[config.mk]
export PLATFORM = sky130hd
export DESIGN_NAME = eeprom_id_loader
export DESIGN_NICKNAME = d
export VERILOG_FILES = /design/src/rtl/idl_pkg.sv /design/src/rtl/idl_clkdiv.sv /design/src/rtl/idl_seq.sv /design/src/rtl/idl_rxshift.sv /design/src/rtl/eeprom_id_loader.sv
export SDC_FILE = /design/constraint.sdc
export NUM_CORES = 1
export LEC_CHECK = 0
export ABC_AREA = 1
export BUFFER_PORTS_ARGS = -buffer_cell sky130_fd_sc_hd__buf_4
export CORE_AREA = 2 2 85 87
export CTS_CLUSTER_DIAMETER = 40
export DETAILED_ROUTE_END_ITERATION = 8
export DIE_AREA = 0 0 87 89
export MAX_ROUTING_LAYER = met4
export PLACE_DENSITY = 0.85
export SLEW_MARGIN = 20
export SYNTH_ARGS = -nofsm -noshare
export SYNTH_HDL_FRONTEND = slang
export SYNTH_SLANG_ARGS = --single-unit
[constraint.sdc]
create_clock -name clk -period 3.99 [get_ports clk]
set_clock_uncertainty 0.05 [all_clocks]
set_input_delay 0.5985 -clock clk [delete_from_list [all_inputs] [get_ports clk]]
set_output_delay 0.5985 -clock clk [all_outputs]
set_load 0.02 [all_outputs]
[src/rtl/idl_pkg.sv]
// Package: shared types for the EEPROM identity loader.
// Assumes: nothing beyond IEEE 1800-2017.
package idl_pkg;
    // Sequencer states: waiting after reset, serial transfer, finished.
    typedef enum logic [1:0] {
        ST_IDLE = 2'd0,
        ST_XFER = 2'd1,
        ST_DONE = 2'd2
    } idl_state_t;
endpackage

[src/rtl/idl_clkdiv.sv]
// Module: idl_clkdiv
// Makes the serial clock from the system clock while 'run' is high.
// Each serial period starts low for DIV/2 cycles and ends high for the rest.
// 'fall_tick' marks the system cycle whose closing edge drops the clock.
// Assumes: DIV is even and at least 2.
module idl_clkdiv #(
    parameter int DIV = 8
) (
    input  logic clk,
    input  logic rst_n,
    input  logic run,
    output logic sk,
    output logic fall_tick
);
    localparam int CW   = (DIV > 2) ? $clog2(DIV) : 1;
    localparam int HALF = DIV / 2;

    logic [CW-1:0] cnt;

    // Phase counter: wraps every DIV cycles and holds at zero when idle.
    always_ff @(posedge clk) begin
        if (!rst_n)                       cnt <= '0;
        else if (!run)                    cnt <= '0;
        else if (cnt == CW'(DIV - 1))     cnt <= '0;
        else                              cnt <= cnt + 1'b1;
    end

    // Clock level and the end-of-period marker.
    always_comb begin
        sk        = run && (cnt >= CW'(HALF));
        fall_tick = run && (cnt == CW'(DIV - 1));
    end
endmodule

[src/rtl/idl_seq.sv]
// Module: idl_seq
// Sequencer for the one-shot read. It leaves idle once after reset, going
// either to done (strap set) or into the transfer. In the transfer it counts
// serial periods, stepping at each serial-clock fall.
// Assumes: 'skip' is stable from reset release.
module idl_seq
    import idl_pkg::*;
#(
    parameter int TOTAL = 58,
    parameter int IW    = 6
) (
    input  logic          clk,
    input  logic          rst_n,
    input  logic          skip,
    input  logic          fall_tick,
    output idl_state_t    state,
    output logic [IW-1:0] bit_idx,
    output logic          finish,
    output logic          take_default
);
    logic last_bit;

    // Decode of the final period's closing edge and of the strap path.
    always_comb begin
        last_bit     = (bit_idx == IW'(TOTAL - 1));
        finish       = (state == ST_XFER) && fall_tick && last_bit;
        take_default = (state == ST_IDLE) && skip;
    end

    // State register: one pass through IDLE per reset.
    always_ff @(posedge clk) begin
        if (!rst_n) begin
            state <= ST_IDLE;
        end else begin
            case (state)
                ST_IDLE: state <= skip ? ST_DONE : ST_XFER;
                ST_XFER: if (finish) state <= ST_DONE;
                default: state <= ST_DONE;
            endcase
        end
    end

    // Period counter: steps at each serial-clock fall during the transfer.
    always_ff @(posedge clk) begin
        if (!rst_n)                                  bit_idx <= '0;
        else if (state == ST_XFER && fall_tick && !last_bit)
                                                     bit_idx <= bit_idx + 1'b1;
    end
endmodule

[src/rtl/idl_rxshift.sv]
// Module: idl_rxshift
// Input shift register for the bits returned by the memory. It shifts
// most-significant-first on 'shift_en' and presents the value it will hold
// after the shift, so the caller can capture on the same edge.
// Assumes: 'din' is stable at the sampling edge.
module idl_rxshift #(
    parameter int W = 49
) (
    input  logic         clk,
    input  logic         rst_n,
    input  logic         shift_en,
    input  logic         din,
    output logic [W-1:0] next_q
);
    logic [W-1:0] q;

    // Value after including the current input bit.
    always_comb next_q = {q[W-2:0], din};

    // Shift register update.
    always_ff @(posedge clk) begin
        if (!rst_n)        q <= '0;
        else if (shift_en) q <= next_q;
    end
endmodule

[src/rtl/eeprom_id_loader.sv]
// Module: eeprom_id_loader (top)
// Reads one identity record from a three-wire serial EEPROM whose data pins
// share a single wire. The command is a start bit, opcode 10 and the
// address. The record is one dummy bit then N_WORDS words. Word 0 bit 15
// is the ganged bit, word 1 the vendor id, word 2 the product id.
// Assumes: the memory advances its address on its own and changes its
// output on the serial clock's rising edge. 'skip_rom' is a static strap.
module eeprom_id_loader
    import idl_pkg::*;
#(
    parameter int          CLK_DIV  = 8,
    parameter int          ADDR_W   = 6,
    parameter int          ROM_ADDR = 0,
    parameter int          WORD_W   = 16,
    parameter int          N_WORDS  = 3,
    parameter logic [15:0] DEF_VID  = 16'h1A2B,
    parameter logic [15:0] DEF_PID  = 16'h3C4D
) (
    input  logic        clk,
    input  logic        rst_n,
    input  logic        skip_rom,
    input  logic        dio_i,
    output logic        sk_o,
    output logic        sk_oe,
    output logic        cs_o,
    output logic        dio_o,
    output logic        dio_oe,
    output logic        pulldown_en,
    output logic [15:0] vid,
    output logic [15:0] pid,
    output logic        ganged,
    output logic        done
);
    localparam int CMD_BITS = 3 + ADDR_W;
    localparam int RX_BITS  = 1 + N_WORDS * WORD_W;
    localparam int TOTAL    = CMD_BITS + RX_BITS;
    localparam int IW       = $clog2(TOTAL);
    localparam logic [CMD_BITS-1:0] CMD_WORD = {1'b1, 2'b10, ADDR_W'(ROM_ADDR)};

    idl_state_t          state;
    logic [IW-1:0]       bit_idx;
    logic                finish, take_default, fall_tick, run, rx_en;
    logic [RX_BITS-1:0]  rx_next;
    logic [CMD_BITS-1:0] cmd_shift;
    logic [WORD_W-1:0]   word [N_WORDS];
    logic [15:0]         vid_q, pid_q;
    logic                gang_q;

    idl_seq #(.TOTAL(TOTAL), .IW(IW)) u_seq (
        .clk(clk), .rst_n(rst_n), .skip(skip_rom), .fall_tick(fall_tick),
        .state(state), .bit_idx(bit_idx), .finish(finish),
        .take_default(take_default)
    );

    idl_clkdiv #(.DIV(CLK_DIV)) u_div (
        .clk(clk), .rst_n(rst_n), .run(run), .sk(sk_o), .fall_tick(fall_tick)
    );

    idl_rxshift #(.W(RX_BITS)) u_rx (
        .clk(clk), .rst_n(rst_n), .shift_en(rx_en), .din(dio_i), .next_q(rx_next)
    );

    // Split the received record into words, word 0 arriving first.
    for (genvar gi = 0; gi < N_WORDS; gi++) begin : g_word
        assign word[gi] = rx_next[(N_WORDS-1-gi)*WORD_W +: WORD_W];
    end

    // Pin control: the hub drives data only during the command periods.
    always_comb begin
        run         = (state == ST_XFER);
        cs_o        = run;
        sk_oe       = run;
        dio_oe      = run && (bit_idx < IW'(CMD_BITS));
        cmd_shift   = CMD_WORD << bit_idx;
        dio_o       = dio_oe && cmd_shift[CMD_BITS-1];
        rx_en       = run && fall_tick && (bit_idx >= IW'(CMD_BITS));
        pulldown_en = !skip_rom;
        done        = (state == ST_DONE);
    end

    // Identity registers: defaults on the strap path, record words at the end.
    always_ff @(posedge clk) begin
        if (!rst_n) begin
            vid_q  <= '0;
            pid_q  <= '0;
            gang_q <= 1'b0;
        end else if (take_default) begin
            vid_q  <= DEF_VID;
            pid_q  <= DEF_PID;
        end else if (finish) begin
            vid_q  <= 16'(word[1]);
            pid_q  <= 16'(word[2]);
            gang_q <= word[0][WORD_W-1];
        end
    end

    // Output view: the ganged bit comes from the pin when the read is skipped.
    always_comb begin
        vid    = vid_q;
        pid    = pid_q;
        ganged = skip_rom ? dio_i : gang_q;
    end
endmodule

* Word level (Yosys, flattened, before mapping)
Cells that the tools add are included.
Widths: inputs -> output; s select.
** Storage, ports and cells
- Output and inout bits :: 40
- Bits of input ports :: 4
- Register bits :: 91
- Word-level logic and storage cells :: 47
** Operators by class
- Magnitude comparators :: 3
- Add/subtract/negate cells :: 2
- Mux-type cells :: 8
- Bitwise gates (word level) :: 3
- Shift-type cells :: 1
- Equality and inequality tests :: 5
- Reduce and logical (&&, ||, !) cells :: 16
** Operators by type and width (number)
- $mux 14 :: 2
- $mux 13 :: 2
- $logic_and 1x1->1 :: 9
- $shl 9x6->9 const A :: 1
- $add 6x1->6 const B :: 1
- $eq 6x6->1 const B :: 1
- $ge 6x4->1 const B :: 1
- $lt 6x4->1 const B :: 1
- $mux 2 :: 2
- $pmux 2 s2 :: 1
- $add 3x1->3 const B :: 1
- $eq 3x3->1 const B :: 1
- $ge 3x3->1 const B :: 1
- $not 1->1 :: 3
- $reduce_or 3->1 :: 1
- $eq 2x1->1 const B :: 1
- $eq 2x2->1 const B :: 1
- $logic_not 1->1 :: 2
- $logic_not 2->1 :: 1
- $ne 2x2->1 const B :: 1
- $reduce_and 2->1 :: 1
- $reduce_bool 2->1 :: 1
- $reduce_or 2->1 :: 1
- $mux 1 :: 1

* Longest topological paths before layout
Gate-level depths: netlist of run 1.
- Word-level depth :: 6
- Gate-level depth with buffers :: 10
- Mapped depth without buffers :: 8

* By module
A second synthesis of run 1 with hierarchy kept.
** Unflattened totals
- Cell total of the unflattened synthesis :: 558
- Area, all modules :: 3877.5 um^2
** By module, submodules not included
- idl_rxshift :: area each 1983.2 um^2, instances 1, sequential area each 960.9 um^2, cells each 305
- eeprom_id_loader :: area each 1267.5 um^2, instances 1, sequential area each 660.6 um^2, cells each 166
- idl_seq :: area each 494.2 um^2, instances 1, sequential area each 160.2 um^2, cells each 71
- idl_clkdiv :: area each 132.6 um^2, instances 1, sequential area each 60.1 um^2, cells each 16

* Worst setup path before layout of run 1
No wires, ideal clock.
- Path type :: flip-flop to output port
- Start :: reg u_seq.bit_idx[0]
- End :: out dio_o
- Stages on the path, launching flop included :: 7
- Slack :: 2.115 ns
- Arrival time :: 1.227 ns
- Required time :: 3.342 ns
- Buffers on the path :: 0
- Cells stage by stage :: dfxtp_1 > inv_1 > ha_1 > inv_1 > nand2_1 > nand3_1 > nor3_1
** On the way
- Cells in the longest elaborated chain, start to end :: 3
- Elaborated cells on any way between the ends :: 4
- Those cells by class :: 1 x order compare; 1 x shift; 2 x reduce/logical
** RTL lines
- start: declaration :: RTL line idl_seq.sv:17 : output logic [IW-1:0] bit_idx,
- start signal: assignment :: RTL line idl_seq.sv:47 : bit_idx <= bit_idx + 1'b1;
- $lt 6x4->1 :: RTL line eeprom_id_loader.sv:73 : dio_oe = run && (bit_idx < IW'(CMD_BITS));
- $logic_and 1x1->1 :: RTL line eeprom_id_loader.sv:73
- $logic_and 1x1->1 * :: RTL line eeprom_id_loader.sv:75 : dio_o = dio_oe && cmd_shift[CMD_BITS-1];
- end: declaration :: RTL line eeprom_id_loader.sv:26 : output logic dio_o,
Every way passes the cells marked *; elsewhere a longest branch is shown, timed or not.

* Worst setup path after layout of run 1
- Start :: reg u_div.cnt[0]
- End :: reg u_seq.bit_idx[0]
** On the way
- Cells in the longest elaborated chain, start to end :: 4
** RTL lines
- start: declaration :: RTL line idl_clkdiv.sv:18 : logic [CW-1:0] cnt;
- start signal: assignment :: RTL line idl_clkdiv.sv:25 : else cnt <= cnt + 1'b1;
- $eq 3x3->1 :: RTL line idl_clkdiv.sv:31 : fall_tick = run && (cnt == CW'(DIV - 1));
- $logic_and 1x1->1 :: RTL line idl_clkdiv.sv:31
- $logic_and 1x1->1 (2 in a row) :: RTL line idl_seq.sv:46 : else if (state == ST_XFER && fall_tick && !last_bit)
No other way between the ends.
A chain may end at the register's enable or synchronous reset.

==> results of run 1 <==
## through the flow
| stage | util | hold WS [ns] | std cells | worst slack [ns] |
|---|---|---|---|---|
| floorplan | - | 0.349 | 501 | 2.11 |
| global placement | 0.601 | 0.356 | 591 | 1.78 |
| detailed placement | 0.601 | 0.366 | 591 | 1.72 |
| CTS | 0.634 | 0.379 | 607 | 1.70 |
| global route | 0.634 | 0.392 | 607 | 1.52 |
| finish | 0.634 | 0.380 | 607 | 1.71 |
## cells in the final DEF, fill, tap and decap left out, types with 2 or more instances in the layout
master,count
inv_1,15
nor3_1,2
ha_1,5
bufinv_16,2
nand4_1,2
clkinv_2,2
nand3_1,5
o21ai_0,9
nor2_1,97
nand2_1,101
buf_4,45
clkbuf_8,9
a21oi_1,69
o21ai_1,14
inv_2,3
nand2_2,2
inv_6,2
nand3b_1,46
dfxtp_1,91
## final timing paths
| kind | depth (start not counted) | to | start |
|---|---|---|---|
| max | 8 | u_seq.bit_idx[0] | u_div.cnt[0] |
| min | 1 | u_div.cnt[0] | u_div.cnt[0] |
| max reg2reg | 8 | u_seq.bit_idx[0] | u_div.cnt[0] |
| min reg2reg | 1 | u_div.cnt[0] | u_div.cnt[0] |
## where the power goes
| part | internal (mW) | switching (mW) | leakage, nW |
|---|---|---|---|
| Clock | 0.357 | 0.329 | 0.110 |
| Sequential | 0.926 | 0.0110 | 0.737 |
| Combinational | 0.0480 | 0.0823 | 0.865 |
## per-layer routing
metal,share of wire,track usage
met1,0.46,0.239
met2,0.49,0.374
met3,0.045,0.0591
met4,0.0077,0.0625
met5,0,-
## final cells by class
class | instances | area [um2] | area share
Tap cell | 80 | 100 | 0.0235
Timing Repair Buffer | 45 | 338 | 0.0792
Clock inverter | 7 | 98.8 | 0.0232
Inverter | 19 | 72.6 | 0.0170
Clock buffer | 9 | 124 | 0.0291
Sequential cell | 91 | 1820 | 0.427
Multi-Input combinational cell | 356 | 1710 | 0.401
## sequential cells by signal, summed over array words and instances, names as in the netlist
register / cells
pid: 16
vid: 16
u_seq.bit_idx: 6
u_seq.state: 2
u_rx.q: 47
gang_q: 1
u_div.cnt: 3
## logic make-up after synthesis
family / after synthesis / share of synthesized area
and+or+nand+nor: 258 / 0.309
AOI/OAI and AO/OA: 92 / 0.121
DFF: 91 / 0.479
buffers and inverters: 54 / 0.0720
adders and majority gates: 5 / 0.0164
xor gates and xnor gates: 1 / 0.00230
## critical path: stages (launching register included)
cell and delay, ns:
dfxtp_1 0.34, ha_1 0.14, ha_1 0.16, nand2_1 0.09, inv_2 0.07, buf_4 0.66, o21ai_1 0.37, o21ai_0 0.24
nor2_1 0.05
==> metrics, run 1 <==
Num CTS Buffers 9; synth cell count leaders 101 x nand2_1, 97 x nor2_1, 91 x dfxtp_1; depth of the CTS H-tree 3; status finished clean; post-layout minimum cycle time 2.28 ns; first-pass GRT wire length 12800 um; largest net degree at the start of global routing 96; synth warn 0; Core Area 6720 um2; PnR Total Power 1.75 mW; # diodes 0; CP Launch Type flip-flop; max-cap violations 0; fmax 439 MHz; DRC Markers 0; routed wire length 7620 um; maximum vdd ir drop 223 uV; DRT iter0 DRCs 251; num rows 30; leak pwr 1.71 nW; top-count cell post-synth nand2_1; worst relative slew slack 0.417; post-route cell area 4260 um2; worst endpoint required time 4.19 ns; Setup Viol. Count Final 0; Final Cycle Share 0.571; CTS tree yes; synth top area cells dfxtp_1 48%, nand2_1 10%, nor2_1 9.6%, a21oi_1 9.1%, nand3b_1 9.1%; RD Place Congestion 0.765; Top Ports 44; Fillers 602; Slew Limit Fails 0; Synth Instances 501; placed cell area 4040 um2; TritonRoute pass-1 iters 4; syn nets 510; flop2flop setup slack 1.71 ns; postcts setup bufs 0; Die Y 89 um; clock buffer depth 2; total gr overflow 0; Netlist cell types 23; Clock transition at path regs 0.09 ns; final hold vios 0; Hold Path Class flip-flop to flip-flop; antenna violations before repair 0; Yosys reg bits 91; area delta synth->final 12.1%; Nets 531; clock tree sinks 91; wire per inst 12.6 um; RSZ-0062 raised after global routing no; CTS resizes 0; full die area 7740 um2; vias after detailed routing 3210; post-DP HPWL 4690 um; Global Route Usage Sum 0.214; CTS root buf clkbuf_8; Via density 5.29; sequential area share after synthesis 0.479; Synth Flop Type dfxtp_1; async set-or-reset flop fraction in the synthesized netlist 0; CP Capture Type flip-flop; PwrDens 411 nW/um2; Avg Cell Area, Syn 7.59 um2; crit path max fanout 95; measured slew at the worst slew-check pin 0.875 ns; Yosys top cell area share 0.479; area leader, netlist dfxtp_1; input/output buffers 43; TNS Setup 0 ns; Die Wd 87 um; effective utilization at floorplan 0.566; CP arrival 2.48 ns; EDFF count, synth 0; Routed Antenna Nets 0; clock latency on the worst-skew pair 0.36 ns; critical path type flip-flop to flip-flop; fraction of layout cells with a size suffix above 1 0.133; Hold-fix buffers, CTS 0; vias in the first global route 2958; Mapped Area 3800 um2
Note: power is estimated with default switching activity, not from simulation.
==> run 2: changes to the inputs <==
--- a/config.mk
+++ b/config.mk
@@ -7,12 +7,12 @@
 export LEC_CHECK = 0
 export ABC_AREA = 1
 export BUFFER_PORTS_ARGS = -buffer_cell sky130_fd_sc_hd__buf_4
-export CORE_AREA = 2 2 85 87
+export CORE_AREA = 2 2 89 91
 export CTS_CLUSTER_DIAMETER = 40
 export DETAILED_ROUTE_END_ITERATION = 8
-export DIE_AREA = 0 0 87 89
+export DIE_AREA = 0 0 91 93
 export MAX_ROUTING_LAYER = met4
-export PLACE_DENSITY = 0.85
+export PLACE_DENSITY = 0.82
 export SLEW_MARGIN = 20
 export SYNTH_ARGS = -nofsm -noshare
 export SYNTH_HDL_FRONTEND = slang
==> constraint.sdc (replaced) <==
create_clock -name clk -period 1.9 [get_ports clk]
set_clock_uncertainty 0.05 [all_clocks]
set_input_delay 0.285 -clock clk [delete_from_list [all_inputs] [get_ports clk]]
set_output_delay 0.285 -clock clk [all_outputs]
set_load 0.02 [all_outputs]
==> run 2 against run 1 <==
  * Hold slack got worse by 0.21 ns
  * Count of clock-buffer cells in the layout increased by 1
  * Wire length increased by 0.97%
  * Critical path depth decreased by 1
  * Final area increased by 2.1%
  * Non-clock buffer count increased by 5
  * Core utilization decreased by 5.6 points
  * Cell count increased by 4.4%
  * Clock power increased by 91%
  * Largest cell class unchanged
==> metrics, run 2 (same netlist as run 1, synthesis figures left out) <==
crit path max fanout 4 (-96%); R2R Path Start u_div.cnt[0]; Via density 5.09 (-3.7%); final std cells w/o fill 634 (+4.4%); dpl cells 618 (+4.6%); RD Place Congestion 0.808 (+5.6%); most frequent cells in the layout 101 x nand2_1, 97 x nor2_1, 89 x dfxtp_1, 69 x a21oi_1, 47 x buf_4; max reg flops 47 (unchanged); CP Launch Type flip-flop; fraction of layout cells with a size suffix above 1 0.147 (+0.0138); Clock transition at path regs 0.09 ns (about the same); WP depth 7 (-1); Most flops, register u_rx.q; worst relative slew slack 0.598 (+0.181); critical path type flip-flop to output pin; flop2flop setup slack 0.14 ns (-1.57 ns); input/output buffers 43 (unchanged); antenna violations before repair 0 (unchanged); area delta synth->final 14.4%; fmax 562 MHz; Global Route Usage Sum 0.190 (-0.0245); first-pass GRT wire length 12800 um (unchanged); num rows 32 (+6.7%); RSZ-0062 raised after global routing yes; Setup Viol. Count Final 0 (unchanged); wire per inst 12.1 um (-3.3%); post-DP HPWL 4940 um (+5.4%); CP cell instances inv_1 > ha_1 > inv_1 > nand2_1 > nand3_1 > nor3_1 > buf_4; Nets 536 (+0.94%); post-layout minimum cycle time 1.78 ns; CP top delay family flip-flops; largest net degree at the start of global routing 95 (-1.0%); Worst Setup EP dio_o; Hold Path Class primary input to flip-flop; Top Ports 44 (unchanged); Crit path largest cell delay 0.35 ns (-0.31 ns); max-cap violations 0 (unchanged); worst endpoint required time 1.56 ns (-2.63 ns); Worst Reg2Reg Path Length in Cells 8 (unchanged); WHS 0.174 ns (-0.205 ns); clock latency on the worst-skew pair 0.35 ns (about the same); FF-to-FF End vid[2]; PnR worst setup slack 0.122 ns (-1.59 ns); Core Area 7530 um2 (+12%); Crit-path slowest cell dfxtp_2; clock tree sinks 91 (unchanged); Slew Limit Fails 0 (unchanged); Die Wd 91 um (+4.6%); Die Y 93 um (+4.5%); total gr overflow 0 (unchanged); # diodes 0 (unchanged); depth of the CTS H-tree 3 (unchanged); Routed Antenna Nets 0 (unchanged); effective utilization at floorplan 0.505 (-0.0608); Fillers 705 (+17%); vias in the first global route 2840 (-4.0%); commonest non-fill, non-tap cell in the layout nand2_1; DRT iter0 DRCs 201 (-20%); final hold vios 0 (unchanged); Critical path origin u_seq.bit_idx[1]; vias after detailed routing 3230 (+0.62%); status finished clean; DRC Markers 0 (unchanged); full die area 8460 um2 (+9.3%); PwrDens 817 nW/um2 (+99%); TritonRoute pass-1 iters 4 (unchanged); measured slew at the worst slew-check pin 0.602 ns (-0.273 ns); cell mode on critical path inv_1; clock buffer depth 2 (unchanged); Hold-fix buffers, CTS 0 (unchanged); Place WS 0.0945 ns (-1.63 ns); CP Capture Type output pin; maximum vdd ir drop 347 uV (+55%); CP arrival 1.44 ns (-1.04 ns); routed wire length 7700 um (+0.97%); PnR Total Power 3.56 mW (+100%); CTS root buf clkbuf_8; Num CTS Buffers 9 (unchanged); CP bufs+invs 3 (+1); TNS Setup 0 ns (unchanged); CTS tree yes; leak pwr 1.74 nW (+1.3%); Final Cycle Share 0.936
## run 2: area by class of cell
cell class | instances | area, um2 | share of cell area
sequential | 91 | 1820 | 0.419
inverter | 19 | 73.8 | 0.0170
clock buffer | 10 | 138 | 0.0316
clock inverter | 6 | 63.8 | 0.0147
tap | 102 | 128 | 0.0293
multi-input combinational | 356 | 1710 | 0.394
timing repair buffer | 50 | 413 | 0.0949
## run 2: worst reg2reg max path, cell delays in order, from the launching register on
cell and delay, ns:
dfxtp_1 0.32, ha_1 0.19, ha_1 0.19, nand2_1 0.10, inv_2 0.08, nand2_2 0.27
buf_4 0.27, nand2_1 0.08, a21oi_1 0.14
## run 2: worst min-delay path by stage
| stage | cells past startpoint | start | end | slack, ns |
|---|---|---|---|---|
| after floorplan | 1 | u_div.cnt[0] | u_div.cnt[0] | 0.35 |
| after global placement | 1 | u_div.cnt[0] | u_div.cnt[0] | 0.36 |
| after detailed placement | 1 | u_div.cnt[0] | u_div.cnt[0] | 0.37 |
| after CTS | 3 | dio_i | pid[0] | 0.17 |
| after global routing | 3 | dio_i | pid[0] | 0.17 |
| final | 3 | dio_i | pid[0] | 0.17 |
## run 2: power by group
part | switching, mW | total, mW | internal [mW]
sequential | 0.0239 | 1.97 | 1.94
combinational | 0.173 | 0.277 | 0.104
clock | 0.669 | 1.31 | 0.644
total | 0.866 | 3.56 | 2.69
## run 2: what timing repair did
action,in CTS,in global routing
gates resized for setup,0,5
endpoints found under the setup margin,0,60
setup buffers,0,0
## run 2: through the flow
| step | instance area (um2) | util |
|---|---|---|
| after floorplan | 3800 | - |
| after global placement | 4140 | 0.550 |
| after detailed placement | 4140 | 0.550 |
| after CTS | 4340 | 0.577 |
| after global routing | 4350 | 0.578 |
| final | 4350 | 0.578 |
## run 2: per-layer routing
metal  part of all wire  GRT usage
met5                  0          -
met4              0.010     0.0808
met3              0.033     0.0274
met2               0.49      0.310
met1               0.46      0.237
==> run 3: changes to the inputs <==
--- a/config.mk
+++ b/config.mk
@@ -5,14 +5,14 @@
 export SDC_FILE = /design/constraint.sdc
 export NUM_CORES = 1
 export LEC_CHECK = 0
-export ABC_AREA = 1
 export BUFFER_PORTS_ARGS = -buffer_cell sky130_fd_sc_hd__buf_4
-export CORE_AREA = 2 2 89 91
+export CORE_AREA = 2 2 88 90
 export CTS_CLUSTER_DIAMETER = 40
 export DETAILED_ROUTE_END_ITERATION = 8
-export DIE_AREA = 0 0 91 93
+export DIE_AREA = 0 0 90 92
 export MAX_ROUTING_LAYER = met4
 export PLACE_DENSITY = 0.82
+export RECOVER_POWER = 25
 export SLEW_MARGIN = 20
 export SYNTH_ARGS = -nofsm -noshare
 export SYNTH_HDL_FRONTEND = slang
==> run 3 against run 2 <==
  * Count of clock-buffer cells in the layout increased by 2
  * Flip-flop and latch count unchanged
  * Global-route usage increased by 2.2 points
==> metrics, run 3 <==
wire per inst 16.9 um (+39%); Synth Instances 384 (-23%); PnR Total Power 3.48 mW (-2.2%); xor/xnor share of the synthesized area 0 (-0.00230); CTS tree yes; status finished clean; grt met3 use 0.0501 (+0.0227); most frequent cells in the layout 89 x dfxtp_1, 56 x nand2_1, 49 x mux2i_1, 38 x a21oi_1; vias in the first global route 2912 (+2.5%); max-cap violations 0 (unchanged); routed wire length 8930 um (+16%); EDFF count, synth 0 (unchanged); Most flops, register u_rx.q; maximum vdd ir drop 390 uV (+12%); worst endpoint required time 2.13 ns (+0.57 ns); input/output buffers 43 (unchanged); CP Capture Type flip-flop; Hold-fix buffers, CTS 0 (unchanged); effective utilization at floorplan 0.502 (-0.00297); antenna violations before repair 0 (unchanged); Synth Flop Type dfxtp_1; Via density 5.91 (+16%); Synth Area in Compound Gates 0.135 (+0.0144); CTS root buf clkbuf_8; first-pass GRT wire length 13900 um (+8.5%); Yosys top cell area share 0.487 (+0.00801); post-synthesis mux area share 0.137 (+0.137); clock buffer depth 2 (unchanged); commonest non-fill, non-tap cell in the layout dfxtp_1; num rows 32 (unchanged); Num CTS Buffers 9 (unchanged); area delta synth->final 16.8%; Nets 430 (-20%); post-DP HPWL 5210 um (+5.5%); clock tree sinks 91 (unchanged); TritonRoute pass-1 iters 6 (+2); top-count cell post-synth dfxtp_1; TNS Setup 0 ns (unchanged); Die Wd 90 um (-1.1%); depth of the CTS H-tree 3 (unchanged); area leader, netlist dfxtp_1; leak pwr 1.45 nW (-17%); final hold vios 0 (unchanged); sequential area share after synthesis 0.487 (+0.00801); synth top area cells dfxtp_1 49%, mux2i_1 13%, nand4_1 5.7%, nand2_1 5.6%, a21oi_1 5.1%; DRT iter0 DRCs 224 (+11%); post-layout minimum cycle time 1.87 ns (+0.0931 ns); register area 1820 um2 (unchanged); Top Ports 44 (unchanged); Hold Path Class primary input to flip-flop; Yosys reg bits 91 (unchanged); area of the multi-input gates 1710 um2 (about the same); RD Place Congestion 0.852 (+5.5%); max reg flops 47 (unchanged); fmax 534 MHz (-5.0%); largest net degree at the start of global routing 48 (-49%); Clock transition at path regs 0.08 ns (about the same); Die Y 92 um (-1.1%); simple-gate portion of the synthesized area 0.158 (-0.151); met2 Use GR 0.349 (+0.0391); fraction of layout cells with a size suffix above 1 0.141 (-0.00577); Mapped Area 3740 um2 (-1.6%); worst relative slew slack 0.727 (+0.129); PwrDens 796 nW/um2 (-2.6%); async set-or-reset flop fraction in the synthesized netlist 0 (unchanged); Routed Antenna Nets 0 (unchanged); Setup Viol. Count Final 0 (unchanged); GR Util met1 0.256 (+0.0194); Slew Limit Fails 0 (unchanged); Core Area 7450 um2 (-1.1%); clock latency on the worst-skew pair 0.36 ns (about the same); # diodes 0 (unchanged); CP arrival 2.10 ns (+0.66 ns); crit path max fanout 11 (+7); grt peak-use layer met2; largest family of logic cells by synthesized area simple AND/OR/NAND/NOR gates; total gr overflow 0 (unchanged); measured slew at the worst slew-check pin 0.409 ns (-0.193 ns); Synth Area in Adders 0.0167 (+0.000275); synth cell count leaders 91 x dfxtp_1, 56 x nand2_1, 50 x mux2i_1; Final Cycle Share 0.985 (+0.0490); critical path type flip-flop to flip-flop; CP Launch Type flip-flop; Global Route Usage Sum 0.211 (+0.0219); Fillers 631 (-10%); Avg Cell Area, Syn 9.74 um2 (+28%); syn nets 393 (-23%); DRC Markers 0 (unchanged); full die area 8280 um2 (-2.2%); synth warn 0 (unchanged); Netlist cell types 37 (+61%); vias after detailed routing 3121 (-3.4%)
==> run 3: area by class of cell <==
| type | count | area share |
|---|---|---|
| clock buffer | 12 | 0.0332 |
| clock inverter | 4 | 0.0115 |
| inverter | 6 | 0.00515 |
| multi-input combinational | 247 | 0.392 |
| sequential | 91 | 0.418 |
| tap | 102 | 0.0292 |
| timing repair buffer | 66 | 0.112 |
==> run 3: final timing paths <==
kind                     start           end  slack, ns  cells after the start
setup / recovery  u_div.cnt[0]     u_rx.q[7]       0.03                      7
hold / removal           dio_i     u_rx.q[0]       0.15                      3
setup reg to reg  u_div.cnt[0]     u_rx.q[7]       0.03                      7
hold reg to reg   u_div.cnt[0]  u_div.cnt[0]       0.36                      1
==> run 3: per-stage QoR <==
stage          hold slack (ns)  cells  worst slack [ns]   util  cell area, um2
2_1_floorplan            0.348    384             0.163      -            3750
3_3_place_gp             0.362    506             0.169  0.558            4160
3_5_place_dp             0.365    506            0.0940  0.558            4160
4_1_cts                  0.150    522            0.0485  0.585            4360
5_1_grt                  0.164    528           -0.0516  0.587            4370
6_report                 0.149    528            0.0290  0.587            4370
==> run 3: worst max-delay path, stage by stage (launching register included) <==
cell and delay [ns]:
dfxtp_2 0.34, ha_2 0.18, ha_4 0.13, nand3b_1 0.19
a211oi_4 0.31, buf_6 0.18, clkbuf_16 0.19, mux2i_1 0.22
==> run 3: layer usage <==
layer  routed length [um]  part of all wire
met5                    0                 0
met4                  259             0.029
met3                  500             0.056
met2                 4490              0.50
met1                 3680              0.41
==> run 3: kinds of logic after synthesis <==
group	Yosys count
adders and majority gates	5
DFF	91
and+or+nand+nor	114
AOI/OAI and AO/OA	77
buffers and inverters	46
muxes	51
==> run 3: power breakdown <==
part	leakage [nW]	switching [mW]	internal [mW]
registers	0.738	0.0234	1.94
clock network	0.0926	0.658	0.643
logic	0.618	0.139	0.0768
total	1.45	0.821	2.66
==> run 3: timing repair <==
item	in CTS	in global routing
gates resized for setup	1	15
hold endpoints to repair	0	0
setup buffers	0	2
pin swaps	0	1
cloned	0	4
setup endpoints to repair	2	46
